==> src/rtl/adpcm_cmd_pkg.sv <==
// Shared types and constants for the ADPCM command stream interpreter.
// Assumes the byte format: two top bits select the command class, the
// low five bits carry the rate field of a burst command.
package adpcm_cmd_pkg;
    localparam int RATE_W    = 5;
    localparam int SIL_W     = 6;
    localparam int CNT_W     = 9;
    localparam int FIXED_LEN = 256;

    typedef enum logic [2:0] {
        S_IDLE,
        S_CMD,
        S_CNT,
        S_DATA,
        S_SIL
    } parse_state_t;

    // Bytes that do not mark playback as begun.
    function automatic logic is_marker(input logic [7:0] b);
        return (b == 8'h00) || (b == 8'hFF);
    endfunction
endpackage

==> src/rtl/adpcm_rate_timer.sv <==
// Timing source: base tick prescaler, sample-rate divider and silence
// counter. Assumes PRE_DIV >= 1 and SIL_TICKS >= 1. Counters are held
// at zero while run is low, so tick phase restarts on every wake-up.
module adpcm_rate_timer #(
    parameter int PRE_DIV   = 4,
    parameter int SIL_TICKS = 160,
    parameter int RATE_W    = 5,
    parameter int SIL_W     = 6
) (
    input  logic              clk,
    input  logic              rst_n,
    input  logic              run,
    input  logic [RATE_W-1:0] rate,
    input  logic              sil_start,
    input  logic [SIL_W-1:0]  sil_units,
    output logic              tick,
    output logic              rate_tick,
    output logic              sil_busy
);
    localparam int PRE_CW = $clog2(PRE_DIV) + 1;
    localparam int SUB_W  = $clog2(SIL_TICKS) + 1;

    logic [PRE_CW-1:0] pre_cnt;
    logic [RATE_W-1:0] rate_cnt;
    logic [SIL_W-1:0]  sil_left;
    logic [SUB_W-1:0]  sub_cnt;
    logic              base;

    assign base     = run && (pre_cnt == PRE_CW'(PRE_DIV - 1));
    assign tick     = base && (rate_cnt >= rate);
    assign sil_busy = (sil_left != '0);

    // Prescaler producing the base tick.
    always_ff @(posedge clk) begin
        if (!rst_n || !run)  pre_cnt <= '0;
        else if (base)       pre_cnt <= '0;
        else                 pre_cnt <= pre_cnt + 1'b1;
    end

    // Rate divider counting base ticks up to the rate field.
    always_ff @(posedge clk) begin
        if (!rst_n || !run)              rate_cnt <= '0;
        else if (base && rate_cnt >= rate) rate_cnt <= '0;
        else if (base)                   rate_cnt <= rate_cnt + 1'b1;
    end

    // Registered copy of the sample-rate tick for the decoder.
    always_ff @(posedge clk) begin
        if (!rst_n) rate_tick <= 1'b0;
        else        rate_tick <= tick;
    end

    // Silence counter: units of SIL_TICKS base ticks.
    always_ff @(posedge clk) begin
        if (!rst_n || !run) begin
            sil_left <= '0;
            sub_cnt  <= '0;
        end else if (sil_start) begin
            sil_left <= sil_units;
            sub_cnt  <= '0;
        end else if (sil_busy && base) begin
            if (sub_cnt == SUB_W'(SIL_TICKS - 1)) begin
                sub_cnt  <= '0;
                sil_left <= sil_left - 1'b1;
            end else begin
                sub_cnt <= sub_cnt + 1'b1;
            end
        end
    end
endmodule

==> src/rtl/adpcm_nibble_feed.sv <==
// One-byte holding buffer that splits data bytes into two codes, high
// half first, one per tick, and counts down the burst length. Assumes a
// byte is loaded only while empty and a count only with no byte held.
module adpcm_nibble_feed #(
    parameter int CNT_W = 9
) (
    input  logic             clk,
    input  logic             rst_n,
    input  logic             clear,
    input  logic             tick,
    input  logic             load_cnt,
    input  logic [CNT_W-1:0] cnt_val,
    input  logic             load_byte,
    input  logic [7:0]       byte_in,
    output logic             busy,
    output logic             rem_zero,
    output logic             nib_valid,
    output logic [3:0]       nib_data
);
    logic [CNT_W-1:0] left;
    logic [7:0]       hold;
    logic             lo_next;

    assign rem_zero = (left == '0);

    // Holds the byte, emits codes on ticks and counts the burst down.
    always_ff @(posedge clk) begin
        if (!rst_n || clear) begin
            left      <= '0;
            hold      <= '0;
            busy      <= 1'b0;
            lo_next   <= 1'b0;
            nib_valid <= 1'b0;
            nib_data  <= '0;
        end else begin
            nib_valid <= 1'b0;
            if (load_cnt) begin
                left <= cnt_val;
            end
            if (load_byte) begin
                hold    <= byte_in;
                busy    <= 1'b1;
                lo_next <= 1'b0;
            end else if (busy && tick) begin
                nib_data  <= lo_next ? hold[3:0] : hold[7:4];
                nib_valid <= 1'b1;
                left      <= left - 1'b1;
                if (lo_next || left == CNT_W'(1)) begin
                    busy    <= 1'b0;
                    lo_next <= 1'b0;
                end else begin
                    lo_next <= 1'b1;
                end
            end
        end
    end


    full_has_left_chk: assert property (@(posedge clk) disable iff (!rst_n)
        busy |-> !rem_zero);
endmodule

==> src/rtl/adpcm_cmd_fsm.sv <==
// Command parser: decodes each accepted byte by class, drives the timer
// and the code buffer, and tracks the begun and unknown-command flags.
// Assumes the code buffer is empty before any command is taken.
module adpcm_cmd_fsm
    import adpcm_cmd_pkg::*;
(
    input  logic              clk,
    input  logic              rst_n,
    input  logic              host_mode,
    input  logic              start_pulse,
    input  logic              in_valid,
    input  logic [7:0]        in_data,
    input  logic              busy,
    input  logic              rem_zero,
    input  logic              sil_busy,
    output logic              data_req,
    output logic              run,
    output logic              clear,
    output logic [RATE_W-1:0] rate,
    output logic              sil_start,
    output logic [SIL_W-1:0]  sil_units,
    output logic              load_cnt,
    output logic [CNT_W-1:0]  cnt_val,
    output logic              load_byte,
    output logic              eos,
    output logic              unk
);
    parse_state_t state;
    logic         begun;
    logic         accept;
    logic         cmd_take;

    assign data_req  = (state == S_CMD) || (state == S_CNT) ||
                       (state == S_DATA && !busy && !rem_zero);
    assign accept    = in_valid && data_req;
    assign cmd_take  = accept && (state == S_CMD);
    assign clear     = (state == S_IDLE) && (host_mode ? in_valid : start_pulse);
    assign run       = (state != S_IDLE);
    assign sil_units = in_data[SIL_W-1:0];
    assign sil_start = cmd_take && (in_data[7:6] == 2'b00) && (in_data != 8'h00);
    assign load_cnt  = (cmd_take && in_data[7:6] == 2'b01) ||
                       (accept && state == S_CNT);
    assign cnt_val   = (state == S_CNT) ? ({1'b0, in_data} + CNT_W'(1))
                                        : CNT_W'(FIXED_LEN);
    assign load_byte = accept && (state == S_DATA);

    // Parser state, flags and rate field.
    always_ff @(posedge clk) begin
        if (!rst_n) begin
            state <= S_IDLE;
            begun <= 1'b0;
            unk   <= 1'b0;
            rate  <= '0;
            eos   <= 1'b0;
        end else begin
            eos <= 1'b0;
            case (state)
                S_IDLE: if (clear) begin
                    state <= S_CMD;
                    begun <= 1'b0;
                    unk   <= 1'b0;
                end
                S_CMD: if (accept) begin
                    if (is_marker(in_data)) begin
                        if (begun) begin
                            state <= S_IDLE;
                            eos   <= 1'b1;
                        end
                    end else begin
                        begun <= 1'b1;
                        case (in_data[7:6])
                            2'b00: state <= S_SIL;
                            2'b01: begin
                                rate  <= in_data[RATE_W-1:0];
                                state <= S_DATA;
                            end
                            2'b10: begin
                                rate  <= in_data[RATE_W-1:0];
                                state <= S_CNT;
                            end
                            default: unk <= 1'b1;
                        endcase
                    end
                end
                S_CNT:  if (accept) state <= S_DATA;
                S_DATA: if (rem_zero && !busy) state <= S_CMD;
                S_SIL:  if (!sil_busy) state <= S_CMD;
                default: state <= S_IDLE;
            endcase
        end
    end


    quiet_silence_chk: assert property (@(posedge clk) disable iff (!rst_n)
        (state == S_SIL) |-> !busy);

    end_pulse_chk: assert property (@(posedge clk) disable iff (!rst_n)
        eos |-> (state == S_IDLE));

    begun_marker_chk: assert property (@(posedge clk) disable iff (!rst_n)
        (cmd_take && !begun && is_marker(in_data)) |=> (state == S_CMD));
endmodule

==> src/rtl/adpcm_cmd_stream.sv <==
// Top of the ADPCM command stream interpreter: wires the parser, the
// timing source and the code buffer. Assumes the byte source honours
// data_req and the decoder takes every code on its nib_valid cycle.
module adpcm_cmd_stream
    import adpcm_cmd_pkg::*;
#(
    parameter int PRE_DIV   = 4,
    parameter int SIL_TICKS = 160
) (
    input  logic       clk,
    input  logic       rst_n,
    input  logic       host_mode,
    input  logic       start_pulse,
    input  logic       in_valid,
    input  logic [7:0] in_data,
    output logic       data_req,
    output logic       playing,
    output logic       nib_valid,
    output logic [3:0] nib_data,
    output logic       rate_tick,
    output logic       sample_end,
    output logic       cmd_unknown
);
    logic              busy, rem_zero, sil_busy, tick, clear;
    logic              sil_start, load_cnt, load_byte;
    logic [RATE_W-1:0] rate;
    logic [SIL_W-1:0]  sil_units;
    logic [CNT_W-1:0]  cnt_val;

    adpcm_cmd_fsm u_fsm (
        .clk(clk), .rst_n(rst_n), .host_mode(host_mode),
        .start_pulse(start_pulse), .in_valid(in_valid), .in_data(in_data),
        .busy(busy), .rem_zero(rem_zero), .sil_busy(sil_busy),
        .data_req(data_req), .run(playing), .clear(clear), .rate(rate),
        .sil_start(sil_start), .sil_units(sil_units), .load_cnt(load_cnt),
        .cnt_val(cnt_val), .load_byte(load_byte), .eos(sample_end),
        .unk(cmd_unknown)
    );

    adpcm_rate_timer #(
        .PRE_DIV(PRE_DIV), .SIL_TICKS(SIL_TICKS),
        .RATE_W(RATE_W), .SIL_W(SIL_W)
    ) u_timer (
        .clk(clk), .rst_n(rst_n), .run(playing), .rate(rate),
        .sil_start(sil_start), .sil_units(sil_units), .tick(tick),
        .rate_tick(rate_tick), .sil_busy(sil_busy)
    );

    adpcm_nibble_feed #(.CNT_W(CNT_W)) u_feed (
        .clk(clk), .rst_n(rst_n), .clear(clear), .tick(tick),
        .load_cnt(load_cnt), .cnt_val(cnt_val), .load_byte(load_byte),
        .byte_in(in_data), .busy(busy), .rem_zero(rem_zero),
        .nib_valid(nib_valid), .nib_data(nib_data)
    );


    req_active_chk: assert property (@(posedge clk) disable iff (!rst_n)
        data_req |-> playing);

    nib_paced_chk: assert property (@(posedge clk) disable iff (!rst_n)
        nib_valid |-> rate_tick);
endmodule

==> config.mk <==
export PLATFORM = sky130hd
export DESIGN_NAME = adpcm_cmd_stream
export DESIGN_NICKNAME = d
export VERILOG_FILES = /design/src/rtl/adpcm_cmd_pkg.sv /design/src/rtl/adpcm_rate_timer.sv /design/src/rtl/adpcm_nibble_feed.sv /design/src/rtl/adpcm_cmd_fsm.sv /design/src/rtl/adpcm_cmd_stream.sv
export SDC_FILE = /design/constraint.sdc
export NUM_CORES = 1
export LEC_CHECK = 0
export BUFFER_PORTS_ARGS = -buffer_cell sky130_fd_sc_hd__buf_4
export CAP_MARGIN = 10
export CORE_MARGIN = 3
export CORE_UTILIZATION = 55
export DETAILED_ROUTE_END_ITERATION = 7
export PLACE_DENSITY = 0.71
export SLEW_MARGIN = 10
export SYNTH_ARGS = -nofsm -noshare
export SYNTH_HDL_FRONTEND = slang
export SYNTH_SLANG_ARGS = --single-unit
==> constraint.sdc <==
create_clock -name clk -period 5.9 [get_ports clk]
set_input_delay 0.295 -clock clk [delete_from_list [all_inputs] [get_ports clk]]
set_output_delay 0.295 -clock clk [all_outputs]
set_load 0.05 [all_outputs]
-- After elaboration in Yosys (flattened, before gate mapping)
Cells that the tools add are included.
- register bits: 59
- bits in latches: 0
- memory bits (writable): 0
- ROM bits: 0
- input port bits: 13
- output and inout port bits: 10
- word-level logic and storage cells: 129
- memories: 0
- $add $sub $neg: 6
- multiply operators: 0
- div/mod/pow operators: 0
- $lt $le $gt $ge: 1
- equal/unequal tests: 19
- shifts and indexed selects: 0
- mux-type cells: 33
- bitwise logic cells: 2
- reduce and logical (&&, ||, !) cells: 52
- operators by type and width (cell ; count):
    two-way mux 9 bit ; 5
    two-way mux 3 bit ; 7
    two-way mux 6 bit ; 3
    logical AND 1 bit ; 15
    case mux 3 bit (5 select lines) ; 1
    two-way mux 1 bit ; 13
    AND reduction 4 bit ; 3
    nonzero test 2 bit ; 5
    OR reduction 2 bit ; 5
    adder 8 x 1 -> 9 bit, second input constant ; 1
    adder 9 x 1 -> 9 bit, second input constant ; 1
    equality test 3 x 2 -> 1 bit, second input constant ; 3
    equality test 9 x 1 -> 1 bit, second input constant ; 1
    equality test 9 x 8 -> 1 bit, second input constant ; 1
    logical NOT 9 bit ; 1
    case mux 3 bit (3 select lines) ; 1
    subtractor 9 x 1 -> 9 bit, second input constant ; 1
    equality test 8 bit, second input constant ; 1
    logical NOT 8 bit ; 1
    != test 2 bit, second input constant ; 4
    nonzero test 8 bit ; 1
    logical OR 1 bit ; 7
    AND reduction 7 bit ; 1
    != test 2 x 1 -> 1 bit, second input constant ; 3
    21 further kinds ; 28

-- Logic depth before layout (Yosys ltp)
- depth in word-level cells: 11
- mapped depth: 9
- mapped depth without buffers: 8

-- By module
Synthesis repeated with hierarchy kept, for this count alone.
- cells, all modules: 404
- area, all modules: 3529.6 sq um
- by module, submodules not included (module ; instances ; cells an instance ; area each (sq um) ; sequential area each (sq um)):
    adpcm_rate_timer ; 1 ; 139 ; 1251.2 ; 480.5
    adpcm_nibble_feed ; 1 ; 126 ; 1174.9 ; 480.5
    adpcm_cmd_fsm ; 1 ; 139 ; 1103.6 ; 220.2

-- Least setup slack after synthesis
No wires, ideal clock.
- path type: register -> output
- from: reg u_feed.left[0]
- to: out data_req
- arrival time: 1.872 ns
- slack: 3.733 ns
- cell stages (with the launch flop): 6
- path through: dfxtp_1 inv_1 ha_1 a21oi_1 nor2_1 nor3_1
- longest elaborated chain between the ends: 4
- ends and longest elaborated chain (what ; line ; RTL):
    from (decl) ; adpcm_nibble_feed.sv:20 ; logic [CNT_W-1:0] left;
    from (signal assigned) ; adpcm_nibble_feed.sv:38 ; left <= cnt_val;
    from (signal assigned) ; adpcm_nibble_feed.sv:47 ; left <= left - 1'b1;
    logical NOT 9 bit ; adpcm_nibble_feed.sv:24 ; assign rem_zero = (left == '0);
    logical NOT 1 bit ; adpcm_cmd_fsm.sv:34 ; (state == S_DATA && !busy && !rem_zero);
    logical AND 1 bit ; adpcm_cmd_fsm.sv:34 ;
    logical OR 1 bit ; adpcm_cmd_fsm.sv:33 ; assign data_req = (state == S_CMD) || (state == S_CNT) ||
    to (decl) ; adpcm_cmd_stream.sv:16 ; output logic data_req,
No other way between the ends.

-- Worst setup path after layout
- from: reg u_timer.pre_cnt[0]
- to: reg u_feed.left[7]
- longest elaborated chain between the ends: 6
- ends and longest elaborated chain (what ; line ; RTL):
    from (decl) ; adpcm_rate_timer.sv:23 ; logic [PRE_CW-1:0] pre_cnt;
    from (signal assigned) ; adpcm_rate_timer.sv:37 ; else pre_cnt <= pre_cnt + 1'b1;
    equality test 3 x 2 -> 1 bit ; adpcm_rate_timer.sv:29 ; assign base = run && (pre_cnt == PRE_CW'(PRE_DIV - 1));
    logical AND 1 bit ; adpcm_rate_timer.sv:29 ;
    logical AND 1 bit ; adpcm_rate_timer.sv:30 ; assign tick = base && (rate_cnt >= rate);
    logical AND 1 bit ; adpcm_nibble_feed.sv:44 ; end else if (busy && tick) begin
    two-way mux 9 bit ; adpcm_nibble_feed.sv:44 ;
    two-way mux 9 bit ; adpcm_nibble_feed.sv:40 ; if (load_byte) begin
No other way between the ends.
A chain may end at the register's enable or synchronous reset.

==> summary.txt <==
Status
  • Status: finished, final reports clean

Drt
  • Vias per Instance: 5.81
  • Antenna-violating nets left: 0
  • Via count: 2707
  • DR WL/cell: 15.3 um
  • WL final: 7150 um
  • DRC: 0
  • DR iter-0 viols: 145
  • Drt pass-1 iters: 5

Min path
  • WHS Endpoint: u_feed.hold[5]
  • Min-delay src: in_data[5]
  • Hold WC Path Type: input pin to register
  • Hold path cells: 3

Place
  • Routability cong.: 0.889
  • Placed Instances: 451
  • IO Port Bufs: 22
  • Placed wire-length estimate: 5200 um

Synth
  • Avg Synthesized Cell Area: 8.82 um^2
  • Yosys reg bits: 59
  • Post-synthesis cell area: 3270 um^2
  • Async S/R FF share, synth: 0%
  • Synth cell types: 62
  • Net Count, Synth: 406
  • Post-Syn Instances: 371
  • Synth Flop Type: dfxtp_1
  • Post-synthesis sequential area ratio: 36.1%
  • Synthesis Warnings: 0
  • EDFF count, synth: 0

STA
  • Measured slew at the worst slew-check pin: 0.761 ns
  • Slew HR: 49.1%
  • Unrepaired setup endpoints after global routing: false
  • Final Skew: 0.00578 ns
  • Final Hold Vio Count: 0
  • Maximum clock frequency: 0.417 GHz
  • Endpoints failing setup: 0
  • Min Clock Period, post-route: 2.40 ns
  • Slew Viols, Final: 0
  • TNS Setup: 0 ns
  • Crit share post-route: 40.7%

Power and ir drop
  • Psw: 0.000347 W
  • VDD IR max: 0.000202 V
  • Int Power: 0.000721 W
  • Power per cell area: 293 nW/um^2
  • Switching share of total power: 32.5%
  • Logic pwr share: 24.4%
  • Sequential share of power: 41.5%
  • Clock power frac: 34.1%
  • LEAKAGE: 1.39 nW

Clock network
  • Post-CTS Setup Inserts: 0
  • CTS sink cnt: 59
  • CTS Buf Count: 9
  • CTS tree: done
  • Post-CTS sizing: 0
  • Clock Pin Slew Worst Setup and Hold Paths: 0.06 ns
  • Worst-Skew Late Latency: 0.33 ns
  • CTS root buffer: clkbuf_8
  • H-Tree Depth: 3
  • CTS max path bufs: 2
  • Hold buffers post-CTS: 0

Setup path
  • Reg2reg path depth: 9
  • Reg2reg end: u_feed.left[7]
  • Worst Path Arrival: 2.68 ns
  • Worst Setup End Kind: register
  • Crit Path Max Fanout: 32
  • FF-to-FF Start: u_timer.pre_cnt[0]
  • Startpoint Class: register
  • FF-to-FF setup slack: 3.50 ns
  • Required time of the critical path: 6.18 ns
  • Kind of critical path: register to register

Die
  • Initial Util: 58.0%
  • FP Rows: 27
  • Die footprint: 6910 um^2
  • Die X: 83.1 um
  • Core area: 5640 um^2
  • Die height: 83.1 um
  • Io pins: 23

Global route
  • Gr usage total: 21.5%
  • Initial antenna violation count: 0
  • Vias in the first global route: 2495
  • Global-route wire length before repair: 12200 um
  • Gr ovfl total: 0
  • Largest net degree at the start of global routing: 33

Final layout
  • Most common cell after layout, fill and taps aside: dfxtp_1
  • Ant diodes: 0
  • Fraction of layout cells with a size suffix above 1: 14.5%
  • Area grow syn2layout: 11.6%
  • Nets@finish: 425
  • Fin cells: 466
  • Commonest cells after routing, fill and taps aside: dfxtp_1, nor2_1, nand2_1, inv_1, buf_4

Run
  • Max Cap Violations: 0
==> metal layers <==
metal  GRT usage [%]  vias up  routed length, um
met5               0        -                  0
met1            30.8     1281               3460
met3            4.76        8                421
li1                -     1351                  -
met4            5.35        0                 72
met2            32.6       67               3190
==> layout make-up <==
cell class | instances | area, um^2
fillers | 459 | 1990
multi-input cells | 272 | 1920
flip-flops and latches | 59 | 1180
repair buffers | 24 | 180
clock buffers | 13 | 159
inverters | 24 | 90.1
well taps | 72 | 90.1
clock inverters | 2 | 35.0
==> worst max-delay path, cell delays in order (launching register included) <==
cell and delay [ns]:
dfxtp_1 0.33, ha_1 0.15, ha_1 0.26, nand2_1 0.09, or3_1 0.33, o21ai_2 0.12
buf_4 0.31, or4b_1 0.46, a31oi_1 0.17, a31o_1 0.13
==> power groups by stage <==
stage | clock network, W | logic, W | registers (W)
floorplan | 0 | 0.000209 | 0.000436
global placement | 0 | 0.000257 | 0.000451
detailed placement | 0 | 0.000258 | 0.000451
CTS | 0.000370 | 0.000260 | 0.000442
global route | 0.000391 | 0.000286 | 0.000445
finish | 0.000365 | 0.000261 | 0.000443
==> worst max-delay path by stage <==
stage | slack [ns] | start | endpoint
3_5_place_dp | 3.54 | u_timer.pre_cnt[0] | u_feed.left[7]
6_report | 3.50 | u_timer.pre_cnt[0] | u_feed.left[7]
2_1_floorplan | 3.73 | u_feed.left[0] | data_req
5_1_grt | 3.27 | u_timer.pre_cnt[0] | u_feed.left[7]
4_1_cts | 3.48 | u_feed.left[3] | data_req
3_3_place_gp | 3.62 | u_timer.pre_cnt[0] | u_feed.left[7]
==> cells by family after synthesis <==
kind of cell             synth area share, %
flip-flops                              36.1
buffers and inverters                   5.51
multiplexers                            6.47
AND/OR/NAND/NOR                         23.1
AO/OA/AOI/OAI                           13.7
XOR/XNOR                                6.69
adder cells (fa/ha/maj)                 8.42
==> synth_stat cells (4+ instances only) <==
cell type | n | area (um^2)
buf_2 | 5 | 25.0
inv_1 | 24 | 90.1
nand4_1 | 10 | 62.6
o22ai_1 | 4 | 25.0
xor2_1 | 14 | 123
a211oi_1 | 9 | 67.6
nand2_1 | 25 | 93.8
ha_1 | 22 | 275
nand3_1 | 16 | 80.1
mux2i_1 | 20 | 200
a221oi_1 | 4 | 35.0
nor3_1 | 12 | 60.1
clkbuf_1 | 6 | 22.5
a21oi_1 | 8 | 40.0
nor2_1 | 48 | 180
nor4_1 | 4 | 25.0
and3_1 | 4 | 25.0
o21ai_0 | 8 | 40.0
a31oi_1 | 4 | 25.0
xnor2_1 | 11 | 96.3
dfxtp_1 | 59 | 1180
==> registers in the layout, summed over array words and instances (netlist names) <==
signal,cells
u_fsm.begun,1
u_timer.rate_cnt,5
u_feed.lo_next,1
u_timer.rate_tick,1
u_feed.busy,1
u_feed.nib_data,4
u_timer.pre_cnt,3
u_feed.hold,8
u_fsm.state,3
u_fsm.rate,5
u_feed.left,9
u_fsm.eos,1
u_timer.sub_cnt,9
u_fsm.unk,1
u_feed.nib_valid,1
u_timer.sil_left,6
==> per-stage QoR <==
step / power [W] / area [um^2] / worst slack (ns) / util (%) / hold WS [ns]
2_1_floorplan: 0.000645 / 3270 / 3.73 / - / 0.408
3_3_place_gp: 0.000707 / 3460 / 3.62 / 61.3 / 0.415
3_5_place_dp: 0.000709 / 3460 / 3.54 / 61.3 / 0.430
4_1_cts: 0.00107 / 3650 / 3.48 / 64.7 / 0.278
5_1_grt: 0.00112 / 3650 / 3.27 / 64.7 / 0.299
6_report: 0.00107 / 3650 / 3.50 / 64.7 / 0.276
Note: power is estimated with default switching activity, not from simulation.
